--- src/rtl/zcg_pkg.sv ---
// Package: shared constants and helpers for the zero-crossing gain controller.
// Assumes a 7-bit main code with a 60h ceiling and a 2-bit preamp code.
package zcg_pkg;
    localparam int unsigned GAIN_W   = 7;
    localparam int unsigned PRE_W    = 2;
    localparam logic [GAIN_W-1:0] GAIN_CEIL = 7'h60;
    localparam logic [GAIN_W-1:0] GAIN_RST  = 7'h28;
    localparam logic [PRE_W-1:0]  PRE_RST   = 2'b10;
    localparam int unsigned NUM_CH   = 2;

    // Limit a requested main gain code to the highest legal code.
    function automatic logic [GAIN_W-1:0] clamp_gain(input logic [GAIN_W-1:0] c);
        return (c > GAIN_CEIL) ? GAIN_CEIL : c;
    endfunction
endpackage

--- src/rtl/zcg_zero_detect.sv ---
// Zero-crossing detector for one channel.
// Flags a crossing on a strobed sample whose sign differs from the previous
// strobed sample, or which is exactly zero. Assumes the sample is stable
// during the strobe cycle.
module zcg_zero_detect #(
    parameter int unsigned SMP_W = 20
) (
    input  logic             clk,
    input  logic             rst_n,
    input  logic             stb,
    input  logic [SMP_W-1:0] sample,
    output logic             zc
);
    logic prev_sign;

    // Remember the sign of the most recent strobed sample.
    always_ff @(posedge clk) begin
        if (!rst_n)   prev_sign <= 1'b0;
        else if (stb) prev_sign <= sample[SMP_W-1];
    end

    // Crossing flag, valid only in a strobe cycle.
    always_comb begin
        zc = stb && ((sample == '0) || (sample[SMP_W-1] != prev_sign));
    end

    a_r2_zero_is_crossing: assert property (@(posedge clk) disable iff (!rst_n)
        (stb && sample == '0) |-> zc);
    a_r2_no_strobe_no_crossing: assert property (@(posedge clk) disable iff (!rst_n)
        !stb |-> !zc);
endmodule

--- src/rtl/zcg_slot.sv ---
// Pending/applied register pair for one code on one channel.
// A write either applies at once (wait_en low) or arms a wait that ends on a
// crossing or when the strobe count reaches 'limit'. A write always wins over
// a strobe in the same cycle. Assumes limit >= 1.
module zcg_slot #(
    parameter int unsigned W     = 7,
    parameter int unsigned LIM_W = 12,
    parameter logic [W-1:0] RST_VAL = '0
) (
    input  logic             clk,
    input  logic             rst_n,
    input  logic             stb,
    input  logic             zc,
    input  logic             wr,
    input  logic [W-1:0]     wr_code,
    input  logic             wait_en,
    input  logic [LIM_W-1:0] limit,
    output logic [W-1:0]     applied
);
    localparam int unsigned CNT_W = LIM_W - 1;

    logic [W-1:0]     pend;
    logic             waiting;
    logic [CNT_W-1:0] cnt;
    logic             last;

    // The strobe being handled completes the timeout count.
    always_comb begin
        last = ({1'b0, cnt} + 1'b1) >= limit;
    end

    // Write capture, wait tracking and application of the pending code.
    always_ff @(posedge clk) begin
        if (!rst_n) begin
            pend    <= RST_VAL;
            applied <= RST_VAL;
            waiting <= 1'b0;
            cnt     <= '0;
        end else if (wr) begin
            pend <= wr_code;
            cnt  <= '0;
            if (wait_en) begin
                waiting <= 1'b1;
            end else begin
                applied <= wr_code;
                waiting <= 1'b0;
            end
        end else if (waiting) begin
            if (!wait_en || (stb && (zc || last))) begin
                applied <= pend;
                waiting <= 1'b0;
                cnt     <= '0;
            end else if (stb) begin
                cnt <= cnt + 1'b1;
            end
        end
    end

    a_r3_immediate_write: assert property (@(posedge clk) disable iff (!rst_n)
        (wr && !wait_en) |=> (applied == $past(wr_code)));
    a_r9_wait_dropped: assert property (@(posedge clk) disable iff (!rst_n)
        (waiting && !wait_en && !wr) |=> (!waiting && applied == $past(pend)));
    a_r4_hold_between_strobes: assert property (@(posedge clk) disable iff (!rst_n)
        (waiting && wait_en && !wr && !stb) |=> $stable(applied));
    a_r6_write_arms_wait: assert property (@(posedge clk) disable iff (!rst_n)
        (wr && wait_en) |=> (waiting && cnt == '0));
endmodule

--- src/rtl/zc_gain_ctrl.sv ---
// Top: two-channel zero-crossing gain update controller.
// Each channel has a crossing detector, a main gain slot with selectable
// timeout and a preamp slot with a fixed timeout. Writes go to both
// channels; application is independent per channel.
module zc_gain_ctrl
    import zcg_pkg::*;
#(
    parameter int unsigned SMP_W    = 20,
    parameter int unsigned TMO_BASE = 256,
    parameter int unsigned PRE_TMO  = 2048
) (
    input  logic              clk,
    input  logic              rst_n,
    input  logic              smp_stb,
    input  logic [SMP_W-1:0]  smp_l,
    input  logic [SMP_W-1:0]  smp_r,
    input  logic              gain_wr,
    input  logic [GAIN_W-1:0] gain_code,
    input  logic              zc_en,
    input  logic [1:0]        tmo_sel,
    input  logic              pre_wr,
    input  logic [PRE_W-1:0]  pre_code,
    input  logic              adc_pwr,
    output logic [GAIN_W-1:0] gain_l,
    output logic [GAIN_W-1:0] gain_r,
    output logic [PRE_W-1:0]  pre_l,
    output logic [PRE_W-1:0]  pre_r
);
    localparam int unsigned TMO_TOP = TMO_BASE * 8;
    localparam int unsigned LIM_W   = $clog2(TMO_TOP) + 1;

    logic [SMP_W-1:0]  smp_a  [NUM_CH];
    logic [GAIN_W-1:0] gain_a [NUM_CH];
    logic [PRE_W-1:0]  pre_a  [NUM_CH];
    logic [GAIN_W-1:0] code_cl;
    logic [LIM_W-1:0]  main_lim;
    logic [LIM_W-1:0]  pre_lim;

    assign smp_a[0] = smp_l;
    assign smp_a[1] = smp_r;
    assign gain_l   = gain_a[0];
    assign gain_r   = gain_a[1];
    assign pre_l    = pre_a[0];
    assign pre_r    = pre_a[1];

    // Clamp the written code and derive both timeout limits.
    always_comb begin
        code_cl  = clamp_gain(gain_code);
        main_lim = LIM_W'(TMO_BASE) << tmo_sel;
        pre_lim  = LIM_W'(PRE_TMO);
    end

    for (genvar ch = 0; ch < NUM_CH; ch++) begin : g_ch
        logic zc;

        zcg_zero_detect #(.SMP_W(SMP_W)) i_det (
            .clk(clk), .rst_n(rst_n), .stb(smp_stb),
            .sample(smp_a[ch]), .zc(zc)
        );

        zcg_slot #(.W(GAIN_W), .LIM_W(LIM_W), .RST_VAL(GAIN_RST)) i_main (
            .clk(clk), .rst_n(rst_n), .stb(smp_stb), .zc(zc),
            .wr(gain_wr), .wr_code(code_cl), .wait_en(zc_en),
            .limit(main_lim), .applied(gain_a[ch])
        );

        zcg_slot #(.W(PRE_W), .LIM_W(LIM_W), .RST_VAL(PRE_RST)) i_pre (
            .clk(clk), .rst_n(rst_n), .stb(smp_stb), .zc(zc),
            .wr(pre_wr), .wr_code(pre_code), .wait_en(adc_pwr),
            .limit(pre_lim), .applied(pre_a[ch])
        );

        a_r5_gain_ceiling: assert property (@(posedge clk) disable iff (!rst_n)
            gain_a[ch] <= GAIN_CEIL);
    end
endmodule

--- config.mk ---
export PLATFORM = sky130hd
export DESIGN_NAME = zc_gain_ctrl
export DESIGN_NICKNAME = d
export VERILOG_FILES = /design/src/rtl/zcg_pkg.sv /design/src/rtl/zcg_zero_detect.sv /design/src/rtl/zcg_slot.sv /design/src/rtl/zc_gain_ctrl.sv
export SDC_FILE = /design/constraint.sdc
export NUM_CORES = 1
export LEC_CHECK = 0
export ABC_CLOCK_PERIOD_IN_PS = 2970
export BUFFER_PORTS_ARGS = -buffer_cell sky130_fd_sc_hd__buf_2
export CORE_MARGIN = 2
export CORE_UTILIZATION = 42
export CTS_CLUSTER_SIZE = 40
export DETAILED_ROUTE_END_ITERATION = 6
export PLACE_DENSITY_LB_ADDON = 0.2
export SYNTH_ARGS = -nofsm -noshare
export SYNTH_HDL_FRONTEND = slang
export SYNTH_SLANG_ARGS = --single-unit
--- constraint.sdc ---
create_clock -name clk -period 2.97 [get_ports clk]
set_input_delay 0.297 -clock clk [delete_from_list [all_inputs] [get_ports clk]]
set_output_delay 0.297 -clock clk [all_outputs]
set_load 0.01 [all_outputs]
; ---- Word level (Yosys, flattened, before mapping)
; Cells that the tools add are included.
[op_classes]
addsub = 8
order_cmp = 5
n_eq_ne = 4
shift = 1
n_mux = 37
n_bitwise = 1
n_reduce_logical = 42
[ops]
columns = op, count
row1 = 11-bit two-way mux, 8
row2 = 7-bit two-way mux, 8
row3 = "11-bit by 1-bit adder with 12-bit output, second input constant", 4
row4 = "11-bit by 1-bit adder with 11-bit output, second input constant", 4
row5 = 20-bit zero test, 2
row6 = 12-bit >= comparator, 2
row7 = "12-bit >= comparator, second input constant", 2
row8 = 2-bit nonzero test, 12
row9 = 1-bit two-way mux, 14
row10 = 2-bit two-way mux, 7
row11 = 3-bit AND reduction, 4
row12 = "9-bit by 2-bit << shifter with 12-bit output, first input constant", 1
row13 = 1-bit logical OR, 10
row14 = 2-bit AND reduction, 4
row15 = "7-bit > comparator, second input constant", 1
row16 = 1-bit logical AND, 6
row17 = "2-bit inequality test, second input constant", 2
row18 = 2-bit OR reduction, 2
row19 = 1-bit zero test, 2
row20 = 1-bit inequality test, 2
row21 = 1-bit NOT, 1
[word_totals]
reg_bits = 77
inputBits = 58
out_inout_bits = 18
elab_cells = 114

; ---- Longest topological paths before layout
; Gate-level depths: netlist (run 1).
[logic_depth]
depth_word = 9
depth_mapped = 11
ltp_nobuf = 10

; ---- Cells and area by module
; A second synthesis (run 1) with hierarchy kept.
[unflattened]
cells_unflattened = 707
area_unflattened_um2 = 5885.6
[by_module_without_submodules]
columns = module, n_inst, cells_each, area_each_um2, seq_area_each_um2
row1 = zcg_slot (g_ch[0].i_main ...), 2, 186, 1601.5, 520.5
row2 = zcg_slot (g_ch[0].i_pre ...), 2, 148, 1187.4, 320.3
row3 = zcg_zero_detect, 2, 13, 116.4, 20.0
row4 = zc_gain_ctrl, 1, 13, 75.1, 0.0

; ---- Worst setup path after synthesis (run 1)
; OpenSTA, ideal clock, no wires.
[synth_path]
path_type = register to register
from = register g_ch[1].i_main.cnt[3]
to = register g_ch[1].i_main.applied[5]
setup_ns = 0.121
arrival_time_ns = 2.430
t_required_ns = 2.849
path_slack_ns = 0.419
path_stages_with_launch = 11
n_path_buf = 0
synth_period_minus_slack_ns = 2.551
cell_sequence = dfxtp_1 and4_1 nand4_1 nor2_1 xor2_1 ha_1 nor4b_1 a211o_1 o211ai_1 o211ai_2 mux2_2
[synth_between]
elab_chain_cells = 7
[synth_lines]
columns = item, line_no
row1 = from (decl), zcg_slot.sv:24  ; logic [CNT_W-1:0] cnt;
row2 = from (signal assigned), zcg_slot.sv:54  ; cnt <= cnt + 1'b1;
row3 = 11-bit by 1-bit adder with 12-bit output, zcg_slot.sv:29  ; last = ({1'b0, cnt} + 1'b1) >= limit;
row4 = 12-bit >= comparator, zcg_slot.sv:29
row5 = 1-bit logical OR, zcg_slot.sv:49  ; if (!wait_en || (stb && (zc || last))) begin
row6 = 1-bit logical AND, zcg_slot.sv:49
row7 = 1-bit logical OR, zcg_slot.sv:49
row8 = 2-bit nonzero test (no line), n/a
row9 = 3-bit AND reduction (no line), n/a
row10 = to (signal assigned), zcg_slot.sv:45  ; applied <= wr_code;
row11 = to (signal assigned), zcg_slot.sv:50  ; applied <= pend;
row12 = to (decl), zcg_slot.sv:18  ; output logic [W-1:0] applied
; Every way passes these cells.
; A chain may end at the register's enable or synchronous reset.

; ---- Worst setup path after layout (run 1)
[layout_path]
from = register g_ch[1].i_main.cnt[3]
to = register g_ch[1].i_main.applied[4]
; Same word-level chain as after synthesis.

==> results.json, run 1 <==
{
  "grt_setup_unrepaired": "no",
  "cpPeakStageDelay_ns": 0.40,
  "period_share_pct": 90.6,
  "drive_gt1_share_pct": 20.4,
  "power_density_nw_per_um2": 477,
  "yosysWarnings": 0,
  "post-place-ws_ns": 0.226,
  "synth_cell_types": 55,
  "fmaxAchievable_mhz": 372,
  "synthMuxAreaShare_pct": 6.12,
  "setup_violations": 0,
  "final_cells": 650,
  "dp.cells": 634,
  "wl_met2_mm": 4.22,
  "drt_wl_total_mm": 8.50,
  "grt_pass1_vias": 3163,
  "synth_top_area_cell": "dfxtp_1",
  "dp_hpwl_mm": 6.45,
  "synth_top_family_by_area": "simple AND/OR/NAND/NOR gates",
  "clock_path_buffers": 2,
  "viasPerCell": 5.26,
  "yosys_register_bits": 77,
  "critPathKind": "flop to flop",
  "peakVddDrop_mv": 0.294,
  "rows": 35,
  "grt_max_degree": 26,
  "synth_seq_area_share_pct": 39.3,
  "synth_area_um2": 3920,
  "cts_buffers": 9,
  "wl_per_cell_um": 13.1,
  "hp-class": "input pin to flop",
  "dieArea_um2": 10100,
  "cts.clk_slew.worst_paths_ns": 0.08,
  "dr_wl_met3_um": 305,
  "tns_ns": 0,
  "synth_common_cells": "dfxtp_1 (77), nand2_1 (63), nor2_1 (44)",
  "fin_crit_ns": 2.69,
  "cts_tree": "yes",
  "antenna_found_initial": 0,
  "core_um2": 9150,
  "synth_edf_count": 0,
  "cts.htree.levels": 3,
  "first_pass_iters": 4,
  "power_mw": 2.19,
  "internal_power_mw": 1.66,
  "clkLatencyLatePin_ns": 0.34,
  "track_usage_pct": 17.4,
  "clkPwrFrac_pct": 40.2,
  "start_util_pct": 42.9,
  "synth_flop_cell": "dfxtp_1",
  "tightest_slew_ns": 0.756,
  "clkSinkCount": 77,
  "synthArstFlopShare_pct": 0,
  "via_count": 3417,
  "synth-adder-area-share_pct": 3.83,
  "synth_compound_area_share_pct": 9.03,
  "synth.area.top_cells": "dfxtp_1 (39%), nand2_1 (6.0%), mux2i_1 (4.6%), xor2_1 (4.5%), xnor2_1 (4.2%)",
  "yosys.area_share.simple_pct": 29.1,
  "drcViolationCount": 0,
  "maxCapViolCount": 0,
  "slew_headroom_pct": 49.5,
  "final_hold_viol_count": 0,
  "pwr-share-comb_pct": 10.8,
  "die-height_um": 101,
  "top_layer_used": "met4",
  "skew_ns": 0.0128,
  "p_leak_nw": 1.85,
  "drt_iter0_drc": 152,
  "synth.avg_cell_area_um2": 8.42,
  "cp-start-kind": "flop",
  "cp.arrival_ns": 2.96,
  "io_pins": 76,
  "crit_chain": "and4_1 > nand4_1 > nor2_1 > xor2_1 > ha_1 > nor4b_1 > a211o_1 > o211ai_1 > o211ai_2 > buf_4 > mux2i_1",
  "gp_congestion": 0.801,
  "num_antenna_cells": 0,
  "netlist.area_leader.share_pct": 39.3,
  "yosysMostFrequentCell": "dfxtp_1",
  "postSynthCellCount": 466,
  "worst_setup_path_end_kind": "flop",
  "overflow": 0,
  "outcome": "finished clean",
  "ant_nets": 0,
  "wl_met1_mm": 3.93,
  "area_delta_synth_final_pct": 17.2,
  "cp_slowest_cell": "dfxtp_1",
  "fillers": 905,
  "grt_pass1_wl_mm": 14.3,
  "seqPwrFrac_pct": 49.0,
  "worstPathRequired_ns": 3.24,
  "synth_xor_area_share_pct": 8.71,
  "numPortBuffers": 75,
  "die_w_um": 101,
  "cp_max_fo": 8,
  "p_sw_share_pct": 24.5,
  "finalMaxSlewViolations": 0,
  "synth_fp_nets": 536,
  "fin_nets": 604,
  "root_buffer": "clkbuf_8",
  "post_cts_buffers": 0,
  "net-switching-power_mw": 0.536,
  "setup_ws_ns": 0.280
}
cell type report:
class                           count  area, um^2  area share (%)
Tap cell                          111         139            3.02
Sequential cell                    77        1540            33.5
Clock inverter                      6        86.3            1.88
Clock buffer                       10         138            2.99
Multi-Input combinational cell    351        2230            48.5
Timing Repair Buffer               78         398            8.66
Inverter                           17        63.8            1.39
through the flow:
| step | hold WS [ns] | area [um^2] | utilization, % |
|---|---|---|---|
| 4_1_cts | 0.219 | 4590 | 50.2 |
| 3_5_place_dp | 0.449 | 4370 | 47.7 |
| 3_3_place_gp | 0.444 | 4370 | 47.7 |
| 2_1_floorplan | 0.453 | 3920 | - |
| 5_1_grt | 0.237 | 4600 | 50.2 |
| 6_report | 0.242 | 4600 | 50.2 |
power groups by stage:
| stage | clock [mW] | combinational [mW] | sequential, mW |
|---|---|---|---|
| finish | 0.882 | 0.237 | 1.07 |
| global route | 0.955 | 0.265 | 1.08 |
| CTS | 0.906 | 0.239 | 1.07 |
| detailed placement | 0 | 0.238 | 1.10 |
| global placement | 0 | 0.235 | 1.10 |
| floorplan | 0 | 0.142 | 1.10 |
logic make-up (layout without fill, tap and decap cells):
logic type                 Yosys count  count (layout)
AOI/OAI and AO/OA                   49              49
xor gates and xnor gates            39              39
adders and majority gates           12              12
buffers and inverters               38             111
DFF                                 77              77
muxes                               23              23
and+or+nand+nor                    228             228
flip-flops by register name (all words and copies together), names as in the netlist:
| signal | cells |
|---|---|
| g_ch.i_pre.waiting | 2 |
| g_ch.i_main.pend | 7 |
| g_ch.i_main.waiting | 2 |
| g_ch.i_main.cnt | 22 |
| g_ch.i_pre.applied | 4 |
| g_ch.i_pre.cnt | 22 |
| g_ch.i_main.applied | 14 |
| g_ch.i_pre.pend | 2 |
| g_ch.i_det.prev_sign | 2 |
placed cells by master, fill, tap and decap left out, types with 12 or more instances in the layout:
cell / netlist / routed
nor3_1: 16 / 16
buf_2: 3 / 75
o21ai_0: 16 / 16
ha_1: 12 / 12
nand3_1: 29 / 29
mux2i_1: 18 / 18
inv_1: 17 / 17
nand2_1: 63 / 63
dfxtp_1: 77 / 77
nor2_1: 44 / 44
xor2_1: 20 / 20
nand4_1: 17 / 17
xnor2_1: 19 / 19
what timing repair did:
item	4_1_cts	5_1_grt
endpoints found under the hold margin	0	0
resized for setup	0	1
setup endpoints to repair	0	2
hold buffers	0	0
worst paths after layout:
kind                            startpoint                        end  slack, ns  depth (start not counted)
hold / removal                gain_code[3]     g_ch[1].i_main.pend[3]       0.24                          3
setup / recovery     g_ch[1].i_main.cnt[3]  g_ch[1].i_main.applied[4]       0.28                         11
hold reg to reg   g_ch[0].i_pre.applied[0]   g_ch[0].i_pre.applied[0]       0.46                          2
setup reg to reg     g_ch[1].i_main.cnt[3]  g_ch[1].i_main.applied[4]       0.28                         11
per-layer routing:
metal / track usage (%) / vias up
met5: 0 / -
met2: 29.2 / 67
met4: 5.90 / 0
met1: 22.0 / 1586
met3: 4.02 / 4
li1: - / 1760
critical path: cells and delay by family (launching register included):
family | cells | cell delay (ns)
AO/OA/AOI/OAI | 3 | 0.56
buffers and inverters | 1 | 0.21
multiplexers | 1 | 0.19
adder cells (fa/ha/maj) | 1 | 0.25
AND/OR/NAND/NOR | 4 | 0.84
flip-flops | 1 | 0.40
XOR/XNOR | 1 | 0.16
Note: power is estimated with default switching activity, not from simulation.
==> run 2, diff against run 1 <==
--- a/config.mk
+++ b/config.mk
@@ -7,6 +7,7 @@
 export LEC_CHECK = 0
 export ABC_CLOCK_PERIOD_IN_PS = 2970
 export BUFFER_PORTS_ARGS = -buffer_cell sky130_fd_sc_hd__buf_2
+export CORE_ASPECT_RATIO = 0.8
 export CORE_MARGIN = 2
 export CORE_UTILIZATION = 42
 export CTS_CLUSTER_SIZE = 40
==> run 2 against run 1 <==
Effect of this change: cell area increased by 1.9%; utilization increased by 1.4 points; highest routed layer unchanged; die area about the same; sequential share of layout area decreased by 0.63 points; largest power group unchanged; critical endpoint is now g_ch[0].i_main.applied[3]; count of clock-buffer cells in the layout increased by 2; setup slack improved by 0.065 ns; register-to-register slack improved by 0.07 ns; first-iteration DRC count increased by 31%.
==> results.json, run 2 (same netlist as run 1, synthesis figures left out) <==
{
  "cts_resized": 0,
  "fin_nets": 606,
  "worst_setup_path_end_kind": "flop",
  "setup_violations": 0,
  "power_mw": 2.39,
  "slew_headroom_pct": 48.9,
  "root_buffer": "clkbuf_16",
  "p_leak_nw": 1.89,
  "overflow": 0,
  "skew_ns": 0.00610,
  "drt_iter0_drc": 199,
  "period_share_pct": 88.4,
  "cp-start-kind": "flop",
  "fillers": 856,
  "start_util_pct": 43.2,
  "grt_setup_unrepaired": "no",
  "top_usage_layer": "met2",
  "cts_tree": "yes",
  "drive_gt1_share_pct": 20.1,
  "finalMaxSlewViolations": 0,
  "cp_max_fo": 8,
  "via_count": 3386,
  "crit_chain": "nand4_1 > or3_1 > xnor2_1 > ha_1 > o21ai_0 > a21o_1 > o2111a_2 > or2_1 > buf_4 > mux2i_1",
  "cts.htree.levels": 3,
  "hold_buffers": 0,
  "final_cells": 656,
  "io_pins": 76,
  "rows": 31,
  "critPathKind": "flop to flop",
  "tightest_slew_ns": 0.766,
  "hp-class": "input pin to flop",
  "dp_hpwl_mm": 6.44,
  "wl_per_cell_um": 13.5,
  "worstPathRequired_ns": 3.18,
  "grt_pass1_wl_mm": 14.9,
  "final_cell_mix": "dfxtp_1 (77), buf_2 (75), nand2_1 (63)",
  "cp.arrival_ns": 2.83,
  "fin_crit_ns": 2.62,
  "regArea_um2": 1540,
  "outcome": "finished clean",
  "post_cts_buffers": 0,
  "die-height_um": 90.4,
  "grt_use_met1_pct": 24.2,
  "drcViolationCount": 0,
  "drt_wl_total_mm": 8.83,
  "grt_use_met2_pct": 26.9,
  "ant_nets": 0,
  "gp_congestion": 0.811,
  "num_antenna_cells": 0,
  "largestRegisters": "g_ch.i_main.cnt: 22 flops, g_ch.i_pre.cnt: 22 flops, g_ch.i_main.applied: 14 flops",
  "multiInputGateArea_um2": 2230,
  "maxCapViolCount": 0,
  "cp_top_family": "simple AND/OR/NAND/NOR gates",
  "clkLatencyLatePin_ns": 0.33,
  "peakVddDrop_mv": 0.414,
  "cts.clk_slew.worst_paths_ns": 0.06,
  "dp.cells": 640,
  "tns_ns": 0,
  "fmaxAchievable_mhz": 381,
  "track_usage_pct": 18.0,
  "layout_commonest_cell": "dfxtp_1",
  "path_buf_inv": 1,
  "antenna_found_initial": 0,
  "clock_path_buffers": 2,
  "clkSinkCount": 77,
  "cp_slowest_cell": "or3_1",
  "numPortBuffers": 75,
  "grt_pass1_vias": 3249,
  "die_w_um": 112,
  "area_delta_synth_final_pct": 19.4,
  "first_pass_iters": 4,
  "final_hold_viol_count": 0,
  "dieArea_um2": 10100,
  "use_met3_pct": 5.91,
  "grt_max_degree": 37,
  "finish.utilization_pct": 51.6,
  "cts_buffers": 9,
  "viasPerCell": 5.16,
  "cpPeakStageDelay_ns": 0.48,
  "core_um2": 9080,
  "power_density_nw_per_um2": 511
}
==> run 2: metrics by stage <==
| stage | setup slack (ns) | hold WS, ns | cell area (um^2) |
|---|---|---|---|
| after floorplan | 0.419 | 0.453 | 3920 |
| after global placement | 0.424 | 0.445 | 4390 |
| after detailed placement | 0.345 | 0.450 | 4390 |
| after CTS | 0.336 | 0.247 | 4680 |
| after global routing | 0.0961 | 0.284 | 4680 |
| final | 0.346 | 0.255 | 4680 |
==> run 2: where the power goes <==
group          internal, mW  switching [mW]  leakage, nW
Clock                 0.671           0.404        0.143
Combinational         0.104           0.137         1.12
Sequential             1.06          0.0150        0.625
Total                  1.84           0.557         1.89
==> run 2: layer usage <==
layer	vias to the layer above	wire length (um)
met2	80	3690
met5	-	0
met1	1533	4500
met4	0	117
met3	11	531
li1	1762	-
==> run 2: layout make-up <==
type,instances,share of cell area (%)
Timing Repair Buffer,80,8.82
Clock buffer,12,5.26
Tap cell,115,3.07
Inverter,17,1.36
Clock inverter,4,1.02
Sequential cell,77,32.9
Multi-Input combinational cell,351,47.6
==> run 2: tightest hold or removal path, cell delays in order <==
cell	delay, ns
buf_2	0.09
a31oi_1	0.12
inv_1	0.06
==> run 2: worst paths after layout <==
path                             startpoint                   endpoint  slack [ns]  cells past startpoint
setup / recovery      g_ch[0].i_main.cnt[3]  g_ch[0].i_main.applied[3]        0.35                     10
hold / removal                 gain_code[3]     g_ch[1].i_main.pend[3]        0.26                      3
setup reg to reg      g_ch[0].i_main.cnt[3]  g_ch[0].i_main.applied[3]        0.35                     10
hold reg to reg   g_ch[1].i_main.applied[2]  g_ch[1].i_main.applied[2]        0.46                      2
